<file path="src/rtl/cfgreg_pkg.sv">
package cfgreg_pkg;
  localparam int CFG_AW   = 22;
  localparam int BL_LSB   = 5;
  localparam int BL_W     = 3;
  localparam int RSV_BIT  = 12;
  localparam int PDIS_BIT = 4;
  localparam int PTOP_BIT = 3;
  localparam int PSZ_LSB  = 0;
  localparam int PSZ_W    = 2;
  localparam logic [BL_W-1:0] BL_DEFAULT = 3'b111;
  localparam logic [CFG_AW-1:0] CFG_RESET = 22'h0000F0;

  function automatic logic bl_is_valid(input logic [BL_W-1:0] c);
    case (c)
      3'b010, 3'b011, 3'b100, 3'b111: bl_is_valid = 1'b1;
      default:                        bl_is_valid = 1'b0;
    endcase
  endfunction

  function automatic logic [CFG_AW-1:0] cfg_normalize(input logic [CFG_AW-1:0] a);
    logic [CFG_AW-1:0] w;
    w = a;
    w[RSV_BIT] = 1'b0;
    if (!bl_is_valid(a[BL_LSB +: BL_W]))
      w[BL_LSB +: BL_W] = BL_DEFAULT;
    cfg_normalize = w;
  endfunction
endpackage

</file>
<file path="src/rtl/cfgreg_pin_sampler.sv">
module cfgreg_pin_sampler #(
  parameter int AW = 22
) (
  input  logic          clk,
  input  logic          rst_n,
  input  logic          cs_n,
  input  logic          adv_n,
  input  logic          we_n,
  input  logic          oe_n,
  input  logic          ub_n,
  input  logic          lb_n,
  input  logic          mrs_n,
  input  logic [AW-1:0] addr,
  output logic          rd_end,
  output logic          wr_end,
  output logic          qual_wr_end,
  output logic          mrs_fall,
  output logic          mrs_high,
  output logic [AW-1:0] acc_addr
);
  typedef struct packed {
    logic          cs;
    logic          adv;
    logic          we;
    logic          oe;
    logic          ub;
    logic          lb;
    logic          mrs;
    logic [AW-1:0] a;
  } pins_t;

  pins_t cur, s_q, p_q;

  always_comb begin
    cur.cs  = cs_n;
    cur.adv = adv_n;
    cur.we  = we_n;
    cur.oe  = oe_n;
    cur.ub  = ub_n;
    cur.lb  = lb_n;
    cur.mrs = mrs_n;
    cur.a   = addr;
  end

  always_ff @(posedge clk or negedge rst_n) begin
    if (!rst_n) begin
      s_q <= '{cs: 1'b1, adv: 1'b1, we: 1'b1, oe: 1'b1, ub: 1'b1, lb: 1'b1,
               mrs: 1'b1, a: '0};
      p_q <= '{cs: 1'b1, adv: 1'b1, we: 1'b1, oe: 1'b1, ub: 1'b1, lb: 1'b1,
               mrs: 1'b1, a: '0};
    end else begin
      s_q <= cur;
      p_q <= s_q;
    end
  end

  logic acc_end;
  assign acc_end     = !p_q.cs && s_q.cs;
  assign rd_end      = acc_end && !p_q.oe && p_q.we;
  assign wr_end      = acc_end && !p_q.we;
  assign qual_wr_end = wr_end && !p_q.adv && !p_q.ub && !p_q.lb && p_q.oe;
  assign mrs_fall    = p_q.mrs && !s_q.mrs;
  assign mrs_high    = s_q.mrs;
  assign acc_addr    = p_q.a;
endmodule

</file>
<file path="src/rtl/cfgreg_sw_unlock.sv">
module cfgreg_sw_unlock #(
  parameter int          AW       = 22,
  parameter int          N_READS  = 5,
  parameter logic [21:0] KEY_A    = 22'h3FFFFF,
  parameter logic [21:0] KEY_B    = 22'h3FFEFF
) (
  input  logic          clk,
  input  logic          rst_n,
  input  logic          rd_end,
  input  logic          wr_end,
  input  logic [AW-1:0] acc_addr,
  output logic          sw_load
);
  localparam int CW = $clog2(N_READS);
  localparam logic [CW-1:0] LAST = CW'(N_READS - 1);
  localparam logic [CW-1:0] KEYB_POS = CW'(N_READS - 2);

  logic [CW-1:0] cnt_q;
  logic          key_hit;

  function automatic logic key_match(input logic [CW-1:0] pos, input logic [AW-1:0] a);
    if (pos == KEYB_POS) key_match = (a == AW'(KEY_B));
    else                 key_match = (a == AW'(KEY_A));
  endfunction

  assign key_hit = key_match(cnt_q, acc_addr);
  assign sw_load = rd_end && (cnt_q == LAST);

  always_ff @(posedge clk or negedge rst_n) begin
    if (!rst_n) begin
      cnt_q <= '0;
    end else if (sw_load) begin
      cnt_q <= '0;
    end else if (rd_end) begin
      cnt_q <= key_hit ? cnt_q + 1'b1 : '0;
    end else if (wr_end) begin
      cnt_q <= '0;
    end
  end
endmodule

</file>
<file path="src/rtl/cfgreg_pin_entry.sv">
module cfgreg_pin_entry #(
  parameter int WINDOW = 100
) (
  input  logic clk,
  input  logic rst_n,
  input  logic mrs_fall,
  input  logic mrs_high,
  input  logic qual_wr_end,
  output logic pin_load,
  output logic pin_armed,
  output logic par_entry
);
  localparam int TW = $clog2(WINDOW + 1);
  localparam logic [TW-1:0] LIMIT = TW'(WINDOW - 1);

  logic [TW-1:0] tmr_q;
  logic          armed_q;
  logic          par_q;
  logic          expire;

  assign pin_load  = armed_q && qual_wr_end;
  assign expire    = armed_q && !qual_wr_end && (tmr_q == LIMIT);
  assign pin_armed = armed_q;
  assign par_entry = par_q;

  always_ff @(posedge clk or negedge rst_n) begin
    if (!rst_n) begin
      armed_q <= 1'b0;
      tmr_q   <= '0;
    end else if (mrs_fall) begin
      armed_q <= 1'b1;
      tmr_q   <= '0;
    end else if (pin_load || expire || mrs_high) begin
      armed_q <= 1'b0;
      tmr_q   <= '0;
    end else if (armed_q) begin
      tmr_q   <= tmr_q + 1'b1;
    end
  end

  always_ff @(posedge clk or negedge rst_n) begin
    if (!rst_n)        par_q <= 1'b0;
    else if (mrs_high) par_q <= 1'b0;
    else if (expire)   par_q <= 1'b1;
  end
endmodule

</file>
<file path="src/rtl/cfgreg_store.sv">
module cfgreg_store
  import cfgreg_pkg::*;
#(
  parameter int AW = CFG_AW
) (
  input  logic          clk,
  input  logic          rst_n,
  input  logic          sw_load,
  input  logic          pin_load,
  input  logic [AW-1:0] acc_addr,
  output logic [AW-1:0] cfg_word,
  output logic          upd_done
);
  logic [AW-1:0] cfg_q;
  logic          done_q;

  always_ff @(posedge clk or negedge rst_n) begin
    if (!rst_n) begin
      cfg_q  <= AW'(CFG_RESET);
      done_q <= 1'b0;
    end else begin
      done_q <= sw_load || pin_load;
      if (sw_load || pin_load)
        cfg_q <= AW'(cfg_normalize(CFG_AW'(acc_addr)));
    end
  end

  assign cfg_word = cfg_q;
  assign upd_done = done_q;
endmodule

</file>
<file path="src/rtl/cfgreg_entry_detect.sv">
module cfgreg_entry_detect
  import cfgreg_pkg::*;
#(
  parameter int AW     = CFG_AW,
  parameter int WINDOW = 100
) (
  input  logic          clk,
  input  logic          rst_n,
  input  logic          cs_n,
  input  logic          adv_n,
  input  logic          we_n,
  input  logic          oe_n,
  input  logic          ub_n,
  input  logic          lb_n,
  input  logic          mrs_n,
  input  logic [AW-1:0] addr,
  output logic [AW-1:0] cfg_word,
  output logic [2:0]    burst_code,
  output logic [1:0]    par_size,
  output logic          par_top,
  output logic          par_en,
  output logic          upd_done,
  output logic          par_entry
);
  logic          rd_end, wr_end, qual_wr_end, mrs_fall, mrs_high;
  logic [AW-1:0] acc_addr;
  logic          sw_load, pin_load, pin_armed;

  cfgreg_pin_sampler #(.AW(AW)) u_smp (
    .clk(clk), .rst_n(rst_n), .cs_n(cs_n), .adv_n(adv_n), .we_n(we_n),
    .oe_n(oe_n), .ub_n(ub_n), .lb_n(lb_n), .mrs_n(mrs_n), .addr(addr),
    .rd_end(rd_end), .wr_end(wr_end), .qual_wr_end(qual_wr_end),
    .mrs_fall(mrs_fall), .mrs_high(mrs_high), .acc_addr(acc_addr)
  );

  cfgreg_sw_unlock #(.AW(AW)) u_sw (
    .clk(clk), .rst_n(rst_n), .rd_end(rd_end), .wr_end(wr_end),
    .acc_addr(acc_addr), .sw_load(sw_load)
  );

  cfgreg_pin_entry #(.WINDOW(WINDOW)) u_pin (
    .clk(clk), .rst_n(rst_n), .mrs_fall(mrs_fall), .mrs_high(mrs_high),
    .qual_wr_end(qual_wr_end), .pin_load(pin_load), .pin_armed(pin_armed),
    .par_entry(par_entry)
  );

  cfgreg_store #(.AW(AW)) u_store (
    .clk(clk), .rst_n(rst_n), .sw_load(sw_load), .pin_load(pin_load),
    .acc_addr(acc_addr), .cfg_word(cfg_word), .upd_done(upd_done)
  );

  assign burst_code = cfg_word[BL_LSB +: BL_W];
  assign par_size   = cfg_word[PSZ_LSB +: PSZ_W];
  assign par_top    = cfg_word[PTOP_BIT];
  assign par_en     = !cfg_word[PDIS_BIT];
endmodule

</file>
<file path="config.mk">
export PLATFORM = sky130hd
export DESIGN_NAME = cfgreg_entry_detect
export DESIGN_NICKNAME = d
export VERILOG_FILES = /design/src/rtl/cfgreg_pkg.sv /design/src/rtl/cfgreg_pin_sampler.sv /design/src/rtl/cfgreg_sw_unlock.sv /design/src/rtl/cfgreg_pin_entry.sv /design/src/rtl/cfgreg_store.sv /design/src/rtl/cfgreg_entry_detect.sv
export SDC_FILE = /design/constraint.sdc
export NUM_CORES = 1
export LEC_CHECK = 0
export ABC_CLOCK_PERIOD_IN_PS = 2800
export BUFFER_PORTS_ARGS = -buffer_cell sky130_fd_sc_hd__buf_2
export CORE_MARGIN = 2
export CORE_UTILIZATION = 50
export DETAILED_ROUTE_END_ITERATION = 8
export GPL_TIMING_DRIVEN = 0
export HOLD_SLACK_MARGIN = 0.05
export PLACE_DENSITY = 0.81
export SLEW_MARGIN = 40
export SYNTH_ARGS = -nofsm -noshare
export SYNTH_HDL_FRONTEND = slang
export SYNTH_HIERARCHICAL = 1
export SYNTH_SLANG_ARGS = --single-unit
</file>
<file path="constraint.sdc">
create_clock -name clk -period 2.8 [get_ports clk]
set_clock_uncertainty 0.15 [all_clocks]
set_input_delay 0.28 -clock clk [delete_from_list [all_inputs] [get_ports clk]]
set_output_delay 0.28 -clock clk [all_outputs]
set_load 0.02 [all_outputs]
</file>
### After elaboration in Yosys (flattened, before gate mapping)

Cells that the tools add are included.

* shifts and indexed selects: 0
* bitwise gates (word level): 0
* equality and inequality tests: 9
* add/subtract/negate cells: 2
* multipliers: 0
* divide/modulo/power cells: 0
* $lt $le $gt $ge: 0
* reduce and logical (&&, ||, !) cells: 30
* muxes and demuxes: 15

Operators by type and width (count)
* $eq A22 B22 Y1 const B: 2
* $mux W7: 3
* $mux W3: 5
* $logic_and A1 B1 Y1: 13
* $eq A3 B2 Y1 const B: 3
* $eq A3 B3 Y1 const B: 3
* $logic_not A1 Y1: 9
* $add A7 B1 Y7 const B: 1
* $eq A7 B7 Y1 const B: 1
* $mux W1: 7
* $reduce_bool A3 Y1: 2
* $reduce_bool A2 Y1: 2
* $reduce_or A4 Y1: 1
* $add A3 B1 Y3 const B: 1
* $logic_or A1 B1 Y1: 3

* register bits: 92
* latch bits: 0
* input port bits: 31
* bits in writable memories: 0
* memory bits (read-only): 0
* output and inout bits: 31
* logic and storage cells: 78
* memories kept: 0

### Longest topological paths before layout

* word-level depth: 14
* mapped depth: 7
* depth with buffers taken out: 6

### Hierarchy

The synthesis kept the hierarchy.

Modules (own cells, without submodules)
* cfgreg_pin_sampler: sequential area each 1468.9 sq um, cells each 85, times used 1, area an instance 1676.6 sq um
* cfgreg_store: sequential area each 555.5 sq um, cells each 56, times used 1, area an instance 938.4 sq um
* cfgreg_pin_entry: sequential area each 225.2 sq um, cells each 47, times used 1, area an instance 476.7 sq um
* cfgreg_sw_unlock: sequential area each 75.1 sq um, cells each 29, times used 1, area an instance 249.0 sq um
* cfgreg_entry_detect: sequential area each 0.0 sq um, cells each 7, times used 1, area an instance 48.8 sq um

### Worst setup path after synthesis

No wires, ideal clock.

* path type: register to register
* from: reg u_smp/p_q[28] in the netlist's numbering
* to: reg u_pin.tmr_q[0]
* arrival: 1.938 ns
* cell stages (with the launch flop): 6
* library setup time: 0.118 ns
* data required time: 2.532 ns
* path slack: 0.594 ns
* path buffers: 0
* clock period less this slack: 2.206 ns
* cell sequence: dfstp_2 -> nor3b_2 -> and4b_1 -> or4b_1 -> or4b_4 -> a21o_1

* word-level cells in the longest chain between the ends: 14
* elaborated cells between the ends (all ways): 16
* classes of those cells: 2 x mux; 14 x reduce/logical

RTL lines
* from (decl): RTL line cfgreg_pin_sampler.sv:32 `pins_t cur, s_q, p_q;`
* from (signal assigned): RTL line cfgreg_pin_sampler.sv:49 `p_q <= '{cs: 1'b1, adv: 1'b1, we: 1'b1, oe: 1'b1, ub: 1'b1, lb: 1'b1,`
* from (signal assigned): RTL line cfgreg_pin_sampler.sv:53 `p_q <= s_q;`
* $logic_not A1 Y1 *: RTL line cfgreg_pin_sampler.sv:58 `assign acc_end = !p_q.cs && s_q.cs;`
* $logic_and A1 B1 Y1 *: RTL line cfgreg_pin_sampler.sv:58
* $logic_and A1 B1 Y1 *: RTL line cfgreg_pin_sampler.sv:60 `assign wr_end = acc_end && !p_q.we;`
* via wr_end: RTL line cfgreg_entry_detect.sv:25 `logic rd_end, wr_end, qual_wr_end, mrs_fall, mrs_high;`
* $logic_and A1 B1 Y1 * (4 in series): RTL line cfgreg_pin_sampler.sv:61 `assign qual_wr_end = wr_end && !p_q.adv && !p_q.ub && !p_q.lb && p_q.oe;`
* via qual_wr_end: RTL line cfgreg_entry_detect.sv:25
* $logic_not A1 Y1: RTL line cfgreg_pin_entry.sv:22 `assign expire = armed_q && !qual_wr_end && (tmr_q == LIMIT);`
* $logic_and A1 B1 Y1 (2 in series): RTL line cfgreg_pin_entry.sv:22
* $logic_or A1 B1 Y1 * (2 in series): RTL line cfgreg_pin_entry.sv:33 `end else if (pin_load || expire || mrs_high) begin`
* $mux W7: RTL line cfgreg_pin_entry.sv:33
* $mux W7: RTL line cfgreg_pin_entry.sv:30 `end else if (mrs_fall) begin`
* to (signal assigned): RTL line cfgreg_pin_entry.sv:37 `tmr_q <= tmr_q + 1'b1;`
* to (decl): RTL line cfgreg_pin_entry.sv:16 `logic [TW-1:0] tmr_q;`

The timed path passes the listed nets; every way through them passes the cells marked *.
A chain may end at the register's enable or synchronous reset.

### Final worst setup path

* from: reg u_smp/s_q[28] in the netlist's numbering
* to: reg u_store.cfg_q[10] (netlist: u_store/cfg_word[10])

* elaborated cells between the ends (all ways): 11
* classes of those cells: 11 x reduce/logical

RTL lines
* from (decl): RTL line cfgreg_pin_sampler.sv:32
* from (signal assigned): RTL line cfgreg_pin_sampler.sv:47 `s_q <= '{cs: 1'b1, adv: 1'b1, we: 1'b1, oe: 1'b1, ub: 1'b1, lb: 1'b1,`
* from (signal assigned): RTL line cfgreg_pin_sampler.sv:52 `s_q <= cur;`
* $logic_and A1 B1 Y1: RTL line cfgreg_pin_sampler.sv:58
* $logic_and A1 B1 Y1 (2 in series): RTL line cfgreg_pin_sampler.sv:59 `assign rd_end = acc_end && !p_q.oe && p_q.we;`
* via rd_end: RTL line cfgreg_entry_detect.sv:25
* $logic_and A1 B1 Y1: RTL line cfgreg_sw_unlock.sv:27 `assign sw_load = rd_end && (cnt_q == LAST);`
* via sw_load: RTL line cfgreg_entry_detect.sv:27 `logic sw_load, pin_load, pin_armed;`
* $logic_or A1 B1 Y1: RTL line cfgreg_store.sv:23 `if (sw_load || pin_load)`
* to (signal assigned): RTL line cfgreg_store.sv:19 `cfg_q <= AW'(CFG_RESET);`
* to (signal assigned): RTL line cfgreg_store.sv:24 `cfg_q <= AW'(cfg_normalize(CFG_AW'(acc_addr)));`
* to (decl): RTL line cfgreg_store.sv:14 `logic [AW-1:0] cfg_q;`

The timed path passes the listed nets, and every way through them passes these cells.

==> results_dict.tcl <==
set metrics [dict create \
    rows 30 \
    min_period_ns 2.35 \
    hold_class "reg2reg" \
    synth_edf_count 0 \
    grt-ovfl-total 0 \
    drc 0 \
    vias 1976 \
    total_power_uw 2600 \
    synthArstFlopShare_pct 100 \
    insertion_delay_ns 0.35 \
    cts_buffers 9 \
    post-route-period-util_pct 83.8 \
    synth_top_area_cell "dfrtp_1" \
    syn_area_per_cell_um2 15.1 \
    initial_utilization_pct 50.7 \
    drt-met1-wl_mm 2.40 \
    synth-seq-cells 92 \
    die_w_um 86.3 \
    setup_violations 0 \
    critical_path.startpoint_type "register" \
    wl_met3_um 214 \
    hold_violations 0 \
    fmax_mhz 426 \
    yosysSeqAreaShare_pct 68.6 \
    maxCapViolCount 0 \
    antenna_cells 0 \
    crit_type "reg2reg" \
    grt_first_pass_wirelength_mm 9.43 \
    clkTransAtPathRegs_ns 0.08 \
    yosysTopAreaCellShare_pct 54.6 \
    wl_met2_mm 2.93 \
    fillers 512 \
    synth_common_cells "dfrtp_1 (74), buf_4 (29), dfstp_2 (18), mux2_4 (16)" \
    worst_pin_slew_ns 0.518 \
    grt_pass1_vias 2009 \
    place.detailed.hpwl_mm 3.75 \
    synth.net_count 259 \
    yosys-top-cells-area "dfrtp_1 (55%), dfstp_2 (14%), mux2_4 (7.1%), buf_4 (6.4%), ha_1 (1.5%)" \
    pre_cts_ws_ns 0.447 \
    die_h_um 86.3 \
    antenna_found_initial 0 \
    multiInputGateArea_um2 767 \
    drive_above_1_share_pct 45.9 \
    synth_cell_type_count 44 \
    synthMostInstantiatedCell "dfrtp_1" \
    dieArea_um2 7450 \
    drv_slew 0 \
    clockRootBuffer "clkbuf_8" \
    htree_levels 3 \
    detail_route.wl_per_cell_um 13.9 \
    cts.sinks 92 \
    routed_via_density 4.81 \
    power_leakage_uw 0.00211 \
    cp_max_fo 10 \
    relSlewSlack_pct 65.0 \
    ant_nets 0 \
    port_buffers 60 \
    peakVddDrop_mv 0.403 \
    nets 361 \
    required_ns 2.88 \
    synth_warnings 6 \
    core_um2 6680 \
    grtUsageTotal_pct 16.9 \
    rsz0062_at_grt "false" \
    setup_slack_ns 0.454 \
    routed_wl_mm 5.70 \
    seqCellArea_um2 2320 \
    drtPass1Iterations 5 \
    place_congestion 0.773 \
    status "finished clean" \
    synthFlopType "dfrtp_1" \
    syn_inst 224 \
    worst_setup_path_end_kind "register" \
    fin_tns_setup_ns 0 \
    drtIter0Drc 100 \
    arrival_ns 2.43 \
    syn_to_final_growth_pct 28.0 \
    clockBufferDepth 2 \
    highest_layer "met4" \
    synthesis.area_um2 3390 \
    grt_max_degree 53 \
    power.density_nw_per_um2 599 \
    cts_tree "done" \
    io_pins 62 \
]
[metal layers]
metal | vias up | track usage [%]
met2 | 56 | 28.4
met1 | 976 | 21.0
met3 | 12 | 3.71
li1 | 932 | -
met5 | - | 0
met4 | 0 | 7.95
[worst paths after layout]
kind	start	endpoint	slack [ns]	depth (start not counted)
setup / recovery	u_smp/s_q[28]	u_store/cfg_word[10]	0.45	6
hold / removal	u_smp/s_q[3]	u_smp/acc_addr[3]	0.20	0
setup reg to reg	u_smp/s_q[28]	u_store/cfg_word[10]	0.45	6
hold reg to reg	u_smp/s_q[3]	u_smp/acc_addr[3]	0.20	0
max in group asynchronous	rst_n	u_store/cfg_word[5]	1.64	3
min in group asynchronous	rst_n	u_store/cfg_word[2]	0.25	2
[per-stage QoR]
step | area, µm² | util [%] | instances | hold WS, ns
global placement | 3790 | 56.7 | 364 | 0.182
global route | 4340 | 64.9 | 411 | 0.210
floorplan | 3390 | - | 224 | -0.166
CTS | 4340 | 64.9 | 411 | 0.205
detailed placement | 3820 | 57.2 | 365 | 0.0551
finish | 4340 | 64.9 | 411 | 0.203
[worst max-delay path: stages, from the launching register on]
cell      delay [ns]
dfstp_2         0.55
nor4bb_1        0.49
and3_2          0.33
or2_1           0.12
buf_6           0.12
buf_8           0.15
mux2_4          0.31
[kinds of logic after synthesis]
family,Yosys count,share of synthesized area [%]
buffers and inverters,41,8.79
XOR/XNOR,5,1.29
flip-flops,92,68.6
other,1,0.111
multiplexers,19,8.05
adder cells (fa/ha/maj),4,1.48
AND/OR/NAND/NOR,46,8.49
AO/OA/AOI/OAI,16,3.21
[flip-flops by register name (all words and copies together), names as in the netlist]
register,count
u_smp/s_q,28
u_smp/p_q,7
u_pin/par_entry,1
u_smp/mrs_high,1
u_smp/acc_addr,22
u_sw/cnt_q,3
u_store/upd_done,1
u_store/cfg_word,21
u_pin/pin_armed,1
u_pin/tmr_q,7
[layout by cell type, fill, tap and decap left out, types with 2 or more instances in the layout]
master	Yosys	layout
mux2_4	16	16
a31oi_1	3	3
dfstp_2	18	18
o21ai_1	2	2
clkbuf_8	0	12
buf_6	1	2
nor2_1	8	8
mux2_2	2	2
buf_2	0	59
a21o_1	3	3
a21oi_1	3	3
dfrtp_1	74	74
or3_1	2	2
inv_1	8	8
buf_4	29	29
nor4b_1	2	2
nor3_1	3	3
xor2_1	4	4
nand2_1	8	8
nand4_1	8	8
dlygate4sd3_1	0	30
ha_1	4	4
and4b_1	2	2
[power by group]
group | total [µW] | internal, µW | switching, µW
registers | 1440 | 1410 | 33.0
logic | 262 | 135 | 127
clock network | 894 | 455 | 439
[timing repair]
item	CTS	global route
hold buffers	30	0
endpoints found under the setup margin	0	0
resized for setup	0	0
buffers inserted	0	0
hold endpoints to repair	115	0
[cell type report]
cell class	count	share of cell area, %
Sequential cell	92	53.6
Multi-Input combinational cell	91	17.7
Timing Repair Buffer	91	14.6
Buffer	33	6.17
Clock buffer	13	4.38
Tap cell	80	2.31
Inverter	8	0.692
Clock inverter	3	0.548
Power figures use the tool's default switching activity.
